$ cat src/rtl/dmac_pkg.sv
package dmac_pkg;

    typedef enum logic [1:0] {
        ST_IDLE = 2'd0,
        ST_REQ  = 2'd1,
        ST_MOVE = 2'd2,
        ST_GAP  = 2'd3
    } dmac_state_e;

    typedef enum logic [1:0] {
        SEL_ADDR = 2'd0,
        SEL_CNT  = 2'd1,
        SEL_CTRL = 2'd2,
        SEL_STAT = 2'd3
    } dmac_sel_e;

    localparam int CTRL_DIR   = 0;
    localparam int CTRL_STEAL = 1;
    localparam int CTRL_ARM   = 2;
    localparam int STAT_DONE  = 0;
    localparam int STAT_BUSY  = 1;
    localparam int STAT_ARMED = 2;

    typedef struct packed {
        logic arm;
        logic steal;
        logic to_mem;
    } dmac_ctrl_t;

    typedef struct packed {
        logic req;
        logic own;
        logic ack;
        logic rd;
        logic wr;
        logic clk_en;
    } dmac_bus_t;

    function automatic dmac_bus_t bus_decode(dmac_state_e st, dmac_ctrl_t c);
        dmac_bus_t b;
        b.req    = (st == ST_REQ) || (st == ST_MOVE);
        b.own    = (st == ST_MOVE);
        b.ack    = (st == ST_MOVE);
        b.rd     = (st == ST_MOVE) && !c.to_mem;
        b.wr     = (st == ST_MOVE) && c.to_mem;
        b.clk_en = !((st == ST_MOVE) && c.steal);
        return b;
    endfunction

endpackage

$ cat src/rtl/dmac_regs.sv
module dmac_regs
    import dmac_pkg::*;
#(
    parameter int ADDR_W = 16,
    parameter int CNT_W  = 12
) (
    input  logic              clk,
    input  logic              rst,
    input  logic [1:0]        reg_sel,
    input  logic              reg_wr,
    input  logic              reg_rd,
    input  logic [ADDR_W-1:0] reg_wdata,
    output logic [ADDR_W-1:0] reg_rdata,
    input  logic              busy,
    input  logic              step,
    input  logic              last,
    output logic [ADDR_W-1:0] cur_addr,
    output dmac_ctrl_t        ctrl,
    output logic              cnt_nz,
    output logic              cnt_one
);

    logic [ADDR_W-1:0] addr_q;
    logic [CNT_W-1:0]  cnt_q;
    dmac_ctrl_t        ctrl_q;
    logic              done_q;
    logic              wr_ok;
    logic              finish;

    assign wr_ok  = reg_wr && !busy;
    assign finish = step && last;

    always_ff @(posedge clk) begin
        if (rst) begin
            addr_q <= '0;
        end else if (step) begin
            addr_q <= addr_q + ADDR_W'(1);
        end else if (wr_ok && reg_sel == SEL_ADDR) begin
            addr_q <= reg_wdata;
        end
    end

    always_ff @(posedge clk) begin
        if (rst) begin
            cnt_q <= '0;
        end else if (step) begin
            cnt_q <= cnt_q - CNT_W'(1);
        end else if (wr_ok && reg_sel == SEL_CNT) begin
            cnt_q <= reg_wdata[CNT_W-1:0];
        end
    end

    always_ff @(posedge clk) begin
        if (rst) begin
            ctrl_q <= '0;
        end else if (finish) begin
            ctrl_q.arm <= 1'b0;
        end else if (wr_ok && reg_sel == SEL_CTRL) begin
            ctrl_q.to_mem <= reg_wdata[CTRL_DIR];
            ctrl_q.steal  <= reg_wdata[CTRL_STEAL];
            ctrl_q.arm    <= reg_wdata[CTRL_ARM];
        end
    end

    // set has priority over the clear-on-read
    always_ff @(posedge clk) begin
        if (rst) begin
            done_q <= 1'b0;
        end else if (finish) begin
            done_q <= 1'b1;
        end else if (reg_rd && reg_sel == SEL_STAT) begin
            done_q <= 1'b0;
        end
    end

    always_comb begin
        reg_rdata = '0;
        case (reg_sel)
            SEL_ADDR: reg_rdata = addr_q;
            SEL_CNT:  reg_rdata[CNT_W-1:0] = cnt_q;
            SEL_CTRL: begin
                reg_rdata[CTRL_DIR]   = ctrl_q.to_mem;
                reg_rdata[CTRL_STEAL] = ctrl_q.steal;
                reg_rdata[CTRL_ARM]   = ctrl_q.arm;
            end
            default: begin
                reg_rdata[STAT_DONE]  = done_q;
                reg_rdata[STAT_BUSY]  = busy;
                reg_rdata[STAT_ARMED] = ctrl_q.arm;
            end
        endcase
    end

    assign cur_addr = addr_q;
    assign ctrl     = ctrl_q;
    assign cnt_nz   = |cnt_q;
    assign cnt_one  = (cnt_q == CNT_W'(1));

    AST_WORD_STEP: assert property (@(posedge clk) disable iff (rst)
        step |=> (addr_q == $past(addr_q) + ADDR_W'(1)) && (cnt_q == $past(cnt_q) - CNT_W'(1)));

    AST_ADDR_LOCKED: assert property (@(posedge clk) disable iff (rst)
        (busy && reg_wr && reg_sel == SEL_ADDR && !step) |=> (addr_q == $past(addr_q)));

    AST_CNT_LOCKED: assert property (@(posedge clk) disable iff (rst)
        (busy && reg_wr && reg_sel == SEL_CNT && !step) |=> (cnt_q == $past(cnt_q)));

    AST_DONE_SET: assert property (@(posedge clk) disable iff (rst)
        finish |=> (done_q && !ctrl_q.arm));

    AST_DONE_CLEAR: assert property (@(posedge clk) disable iff (rst)
        (reg_rd && reg_sel == SEL_STAT && !finish) |=> !done_q);

endmodule

$ cat src/rtl/dmac_seq.sv
module dmac_seq
    import dmac_pkg::*;
(
    input  logic       clk,
    input  logic       rst,
    input  dmac_ctrl_t ctrl,
    input  logic       cnt_nz,
    input  logic       cnt_one,
    input  logic       xfer_req,
    input  logic       bus_gnt,
    output dmac_bus_t  bus,
    output logic       busy,
    output logic       step,
    output logic       last
);

    dmac_state_e state_q;
    dmac_state_e state_d;

    always_comb begin
        state_d = state_q;
        case (state_q)
            ST_IDLE: if (ctrl.arm && xfer_req && cnt_nz) state_d = ST_REQ;
            ST_REQ:  if (bus_gnt) state_d = ST_MOVE;
            ST_MOVE: begin
                if (!bus_gnt)        state_d = ST_REQ;
                else if (cnt_one)    state_d = ST_IDLE;
                else if (ctrl.steal) state_d = ST_GAP;
                else                 state_d = ST_MOVE;
            end
            default: state_d = xfer_req ? ST_REQ : ST_IDLE;
        endcase
    end

    always_ff @(posedge clk) begin
        if (rst) state_q <= ST_IDLE;
        else     state_q <= state_d;
    end

    assign bus  = bus_decode(state_q, ctrl);
    assign busy = (state_q != ST_IDLE);
    assign step = (state_q == ST_MOVE) && bus_gnt;
    assign last = step && cnt_one;

    AST_GRANT_FIRST: assert property (@(posedge clk) disable iff (rst)
        $rose(bus.own) |-> $past(bus_gnt) && $past(bus.req));

    AST_STEAL_ONE: assert property (@(posedge clk) disable iff (rst)
        !bus.clk_en |=> bus.clk_en);

    AST_STEAL_OWNED: assert property (@(posedge clk) disable iff (rst)
        !bus.clk_en |-> bus.own);

    AST_BLOCK_KEEP: assert property (@(posedge clk) disable iff (rst)
        (step && !cnt_one && !ctrl.steal) |=> bus.own);

    AST_LOST_GRANT: assert property (@(posedge clk) disable iff (rst)
        (bus.own && !bus_gnt) |=> (!bus.own && bus.req));

    AST_RELEASE: assert property (@(posedge clk) disable iff (rst)
        last |=> (!bus.req && !bus.ack));

endmodule

$ cat src/rtl/dmac_top.sv
module dmac_top
    import dmac_pkg::*;
#(
    parameter int ADDR_W = 16,
    parameter int CNT_W  = 12
) (
    input  logic              clk,
    input  logic              rst,
    input  logic [1:0]        reg_sel,
    input  logic              reg_wr,
    input  logic              reg_rd,
    input  logic [ADDR_W-1:0] reg_wdata,
    output logic [ADDR_W-1:0] reg_rdata,
    input  logic              xfer_req,
    output logic              bus_req,
    input  logic              bus_gnt,
    output logic              xfer_ack,
    output logic              bus_own,
    output logic [ADDR_W-1:0] bus_addr,
    output logic              mem_rd,
    output logic              mem_wr,
    output logic              cpu_clk_en
);

    dmac_ctrl_t        ctrl;
    dmac_bus_t         bus;
    logic [ADDR_W-1:0] cur_addr;
    logic              cnt_nz;
    logic              cnt_one;
    logic              busy;
    logic              step;
    logic              last;

    dmac_regs #(.ADDR_W(ADDR_W), .CNT_W(CNT_W)) u_regs (
        .clk       (clk),
        .rst       (rst),
        .reg_sel   (reg_sel),
        .reg_wr    (reg_wr),
        .reg_rd    (reg_rd),
        .reg_wdata (reg_wdata),
        .reg_rdata (reg_rdata),
        .busy      (busy),
        .step      (step),
        .last      (last),
        .cur_addr  (cur_addr),
        .ctrl      (ctrl),
        .cnt_nz    (cnt_nz),
        .cnt_one   (cnt_one)
    );

    dmac_seq u_seq (
        .clk      (clk),
        .rst      (rst),
        .ctrl     (ctrl),
        .cnt_nz   (cnt_nz),
        .cnt_one  (cnt_one),
        .xfer_req (xfer_req),
        .bus_gnt  (bus_gnt),
        .bus      (bus),
        .busy     (busy),
        .step     (step),
        .last     (last)
    );

    assign bus_req    = bus.req;
    assign bus_own    = bus.own;
    assign xfer_ack   = bus.ack;
    assign mem_rd     = bus.rd;
    assign mem_wr     = bus.wr;
    assign cpu_clk_en = bus.clk_en;
    assign bus_addr   = bus.own ? cur_addr : '0;

    AST_STROBE_ONEHOT: assert property (@(posedge clk) disable iff (rst)
        bus_own |-> $onehot({mem_rd, mem_wr}) && xfer_ack);

    AST_ADDR_QUIET: assert property (@(posedge clk) disable iff (rst)
        !bus_own |-> (bus_addr == '0) && !mem_rd && !mem_wr);

endmodule

$ cat config.mk
export PLATFORM = sky130hd
export DESIGN_NAME = dmac_top
export DESIGN_NICKNAME = d
export VERILOG_FILES = /design/src/rtl/dmac_pkg.sv /design/src/rtl/dmac_regs.sv /design/src/rtl/dmac_seq.sv /design/src/rtl/dmac_top.sv
export SDC_FILE = /design/constraint.sdc
export NUM_CORES = 1
export LEC_CHECK = 0
export ABC_AREA = 1
export BUFFER_PORTS_ARGS = -buffer_cell sky130_fd_sc_hd__buf_2
export CORE_MARGIN = 4
export CORE_UTILIZATION = 50
export CTS_BUF_LIST = sky130_fd_sc_hd__clkbuf_8 sky130_fd_sc_hd__clkbuf_16
export CTS_CLUSTER_DIAMETER = 80
export DETAILED_ROUTE_END_ITERATION = 7
export PLACE_DENSITY_LB_ADDON = 0.05
export SETUP_SLACK_MARGIN = 0.3
export SLEW_MARGIN = 20
export SYNTH_ARGS = -nofsm -noshare
export SYNTH_HDL_FRONTEND = slang
export SYNTH_SLANG_ARGS = --single-unit
export TNS_END_PERCENT = 50
$ cat constraint.sdc
create_clock -name clk -period 1.9 [get_ports clk]
set_clock_uncertainty 0.15 [all_clocks]
set_input_delay 0.285 -clock clk [delete_from_list [all_inputs] [get_ports clk]]
set_output_delay 0.285 -clock clk [all_outputs]
set_load 0.05 [all_outputs]
Word level (Yosys, flattened, before mapping)
Cells that the tools add are included.

Register bits: 34. Output and inout bits: 38. Word-level logic and storage cells: 62.

$add $sub $neg: 2. Equality and inequality tests: 8. Muxes and demuxes: 17. Bitwise operators: 1. Reductions and logical operators: 27.

Operators by type and width (count): 2-to-1 mux 16 bit (3); 2-to-1 mux 12 bit (2); case mux 9 bit (2 select lines) (1); adder 16 x 1 -> 16 bit (second input constant) (1); logical AND 1 bit (13); equality test 12 x 1 -> 1 bit (second input constant) (1); OR reduction 12 bit (1); subtractor 12 x 1 -> 12 bit (second input constant) (1); case mux 3 bit (3 select lines) (1); 2-to-1 mux 2 bit (4); nonzero test 2 bit (4); equality test 2 bit (second input constant) (3); case mux 2 bit (3 select lines) (1); equality test 2 x 1 -> 1 bit (second input constant) (2); zero test 2 bit (2); 2-to-1 mux 1 bit (4); 2-to-1 mux 4 bit (1); AND reduction 2 bit (2); zero test 1 bit (3); inequality test 2 x 1 -> 1 bit (second input constant) (1); inequality test 2 bit (second input constant) (1); OR reduction 2 bit (1); logical OR 1 bit (1); inverter 1 bit (1).

Logic depth before layout (Yosys ltp)
Depth after elaboration: 6. Mapped depth: 11. Gate-level depth less buffers: 11.

Modules after synthesis
From an unflattened synthesis, not the netlist that was laid out.

Cells, all modules: 448. Area, all modules: 2637.5 um2.

By module, submodules not included: dmac_regs (times used 1, cells each 372, area an instance 2217.1 um2, sequential area each 640.6 um2); dmac_seq (times used 1, cells each 42, area an instance 256.5 um2, sequential area each 40.0 um2); dmac_top (times used 1, cells each 34, area an instance 163.9 um2, sequential area each 0.0 um2).

Worst setup path after synthesis
Ideal clock, no wire load.

Kind: register to output. Start: reg u_seq.state_q[0]. End: out mem_rd. Arrival: 1.982 ns. Setup slack: -0.517 ns. Stages on the path, launching flop included: 6. Cell sequence: dfxtp_1 -> inv_1 -> ha_1 -> clkbuf_1 -> inv_1 -> nor2_1.

Word-level cells in the longest chain between the ends: 2.

RTL lines: from (decl) (RTL line dmac_seq.sv:17) `dmac_state_e state_q;`; from (signal assigned) (RTL line dmac_seq.sv:37) `else state_q <= state_d;`; equality test 2 bit; net bus_own (RTL line dmac_top.sv:18) `output logic bus_own,`; logical AND 1 bit (RTL line dmac_pkg.sv:44) `b.rd = (st == ST_MOVE) && !c.to_mem;`; to (decl) (RTL line dmac_top.sv:20) `output logic mem_rd,`.

The timed path passes the listed nets, and every way through them passes these cells.

Worst setup path after layout
Start: reg u_seq.state_q[0]. End: out mem_rd.

Word-level cells in the longest chain between the ends: 2.

RTL lines (RTL line): equality test 2 bit (dmac_pkg.sv:44); logical AND 1 bit (dmac_pkg.sv:44).

No other way between the ends.

==> metrics.txt <==
dpl ws=just under 0.09 ns; most common cell after layout, fill and taps aside=nand2_1; clock transition at the registers of the reported paths=0.07 ns; io pins=62; CTS tree=yes; Fin. Hold Viols=0; pwr dens=between 1000 and 1500 nW/um^2; Inst Count DP=between 500 and 600; Worst-Margin Slew=between 0.5 and 0.6 ns; setup TNS=0 ns; # fillers=roughly 410; largest net degree at the start of global routing=21; worst setup margin=between 0.03 and 0.04 ns; crit-path max FO=10; Layout area overhead=45.49%; relative slew slack=63.78%; clock latency on the worst-skew pair=between 0.2 and 0.3 ns; fin cells=between 600 and 700; Worst Setup Start Kind=flop; final antenna-violating net count=0; All-Layer GR Usage=a little over a quarter; initial antenna violation count=0; Routed WL=9082 um; critical path type=reg -> out; register area share after synthesis=25.41%; outcome=completed; Synth Area per Inst=5.849 um^2; ys async rst share=0%; clk root buf=clkbuf_8; yosys warns=0; max-cap violation count=0; Post-synth EDFFs=0; Max clock buf depth=2; Via density=about 5.6; Net Count, Synth=490; Critical Path RT=~1.5 ns; TritonCTS Sinks=34; period utilization=a little over nine tenths; RePlAce Congestion=about 0.87; IO buf count=about 60; WHS=approximately 0.11 ns; die area=roughly 6600 um^2; fin area=approximately 4000 um^2; Gate Count Post-Synth=458; CTS buffer count=5; Max Slew Vio Count=0; cts hold-fix bufs=0; Cell Area, Synth=2679 um^2; maximum VDD drop=between 1 and 1.5 mV; synthesized flop and latch total=34; Placed Area=3259 um^2; HPWL Detailed=6134 um; fin util=between 70% and 80%; Final setup viols=0; drc violations=0; Nets=about 570; total core area=around 5100 um^2; via count=3369; DIE HEIGHT=81.20 um; Initial Util=52.12%; most frequent cells in the layout=102 x nand2_1, 54 x nor2_1, 52 x inv_1; worst hold path class=in -> reg; Max Freq=between 500 and 600 MHz; ratio of cells with drive above 1 in the final layout=between 30% and 40%; Power, Total=between 4 and 5 mW; DR WL/cell=between 15 and 20 um; first-pass GRT wire length=between 10000 and 15000 um; WP data arrival=roughly 1.4 ns; die width=roughly 81 um; gr ovfl total=0; # rows=26; vias in the first global route=~3000; drt pass-1 iters=5; leakage power=between 1.5 and 2 nW; Final Critical Period=roughly 1.9 ns; DRT iter0 DRCs=roughly 230; unrepaired setup endpoints after global routing=true; crit end category=output pin; ys flop type=dfxtp_1; H-Tree Depth=2; number of diodes=0; Cell variety after synth=34
## logic make-up after synthesis
| logic type | after synthesis | share of synthesized area [%] |
|---|---|---|
| buffers and inverters | 96 | 14.67 |
| xor gates and xnor gates | 3 | 0.9810 |
| DFF | 34 | 25.41 |
| and+or+nand+nor | 232 | 36.67 |
| AOI/OAI and AO/OA | 85 | 18.54 |
| adders and majority gates | 8 | 3.737 |
## sequential cells by signal, indices dropped and copies added, names as in the netlist
signal and flops:
u_regs.cur_addr 16, u_regs.cnt_q 12, u_regs.ctrl 3, u_seq.state_q 2, u_regs.done_q 1
## critical path, stage by stage (launching register included)
cell	delay, ns
dfxtp_2	0.34
inv_4	0.07
ha_4	0.22
buf_16	0.18
inv_1	0.06
nor2_2	0.10
buf_6	0.17
## area by class of cell
cell class | instances | area, um^2 | area share (%)
multi-input combinational | 328 | 1814 | 46.55
timing repair buffer | 89 | 842.1 | 21.61
sequential | 34 | 693.2 | 17.78
inverter | 78 | 377.9 | 9.695
tap | 70 | 87.58 | 2.247
clock buffer | 6 | 82.58 | 2.119
## per-layer routing
layer / vias up / track usage [%] / share of wire, %
met4: 0 / 7.432 / 2.1
met1: 1563 / 32.82 / 41
li1: 1613 / - / -
met5: - / 0 / 0
met3: 20 / 3.769 / 7.0
met2: 173 / 46.96 / 50
## power by group
group,total (mW),leakage (nW),internal (mW),switching (mW)
Combinational,3.00,1.48,1.15,1.85
Clock,0.542,0.0431,0.279,0.262
Sequential,1.06,0.280,0.876,0.187
Total,4.60,1.80,2.30,2.30
## final timing paths
check / from / to / slack (ns) / cells past startpoint
worst max-delay path: u_seq.state_q[0]$_SDFFE_PP0P_ / mem_rd / 0.03 / 6
worst min-delay path: reg_wdata[0] / u_regs.ctrl[0]$_SDFFE_PP0P_ / 0.11 / 3
worst max register to register: u_seq.state_q[1]$_SDFFE_PP0P_ / u_regs.cnt_q[5]$_SDFFE_PP0P_ / 0.10 / 8
worst min register to register: u_regs.done_q$_SDFFE_PP0P_ / u_regs.done_q$_SDFFE_PP0P_ / 0.33 / 2
## synth_stat cells (3+ instances only)
cell      count  share of area (%)
nor2_2        3               0.70
nand2_1     121                 17
buf_2         7                1.3
nand2_2       4               0.93
nor2_4        3                1.3
dfxtp_1      34                 25
ha_1          8                3.7
a31oi_1       9                2.1
nand4_1       5                1.2
o21ai_0      32                6.0
o21ai_1       4               0.75
inv_1        74                 10
clkbuf_1      6               0.84
o22ai_1       7                1.6
nand3_1      34                6.4
nor2_1       59                8.3
inv_2         4               0.56
a21oi_1      21                3.9
## timing repair
item	CTS	global route
gates cloned	1	3
hold endpoints to repair	0	0
resized for setup	64	41
setup buffers	9	5
endpoints found under the setup margin	64	69
pin swaps	3	7
(Power assumes the default switching activity.)
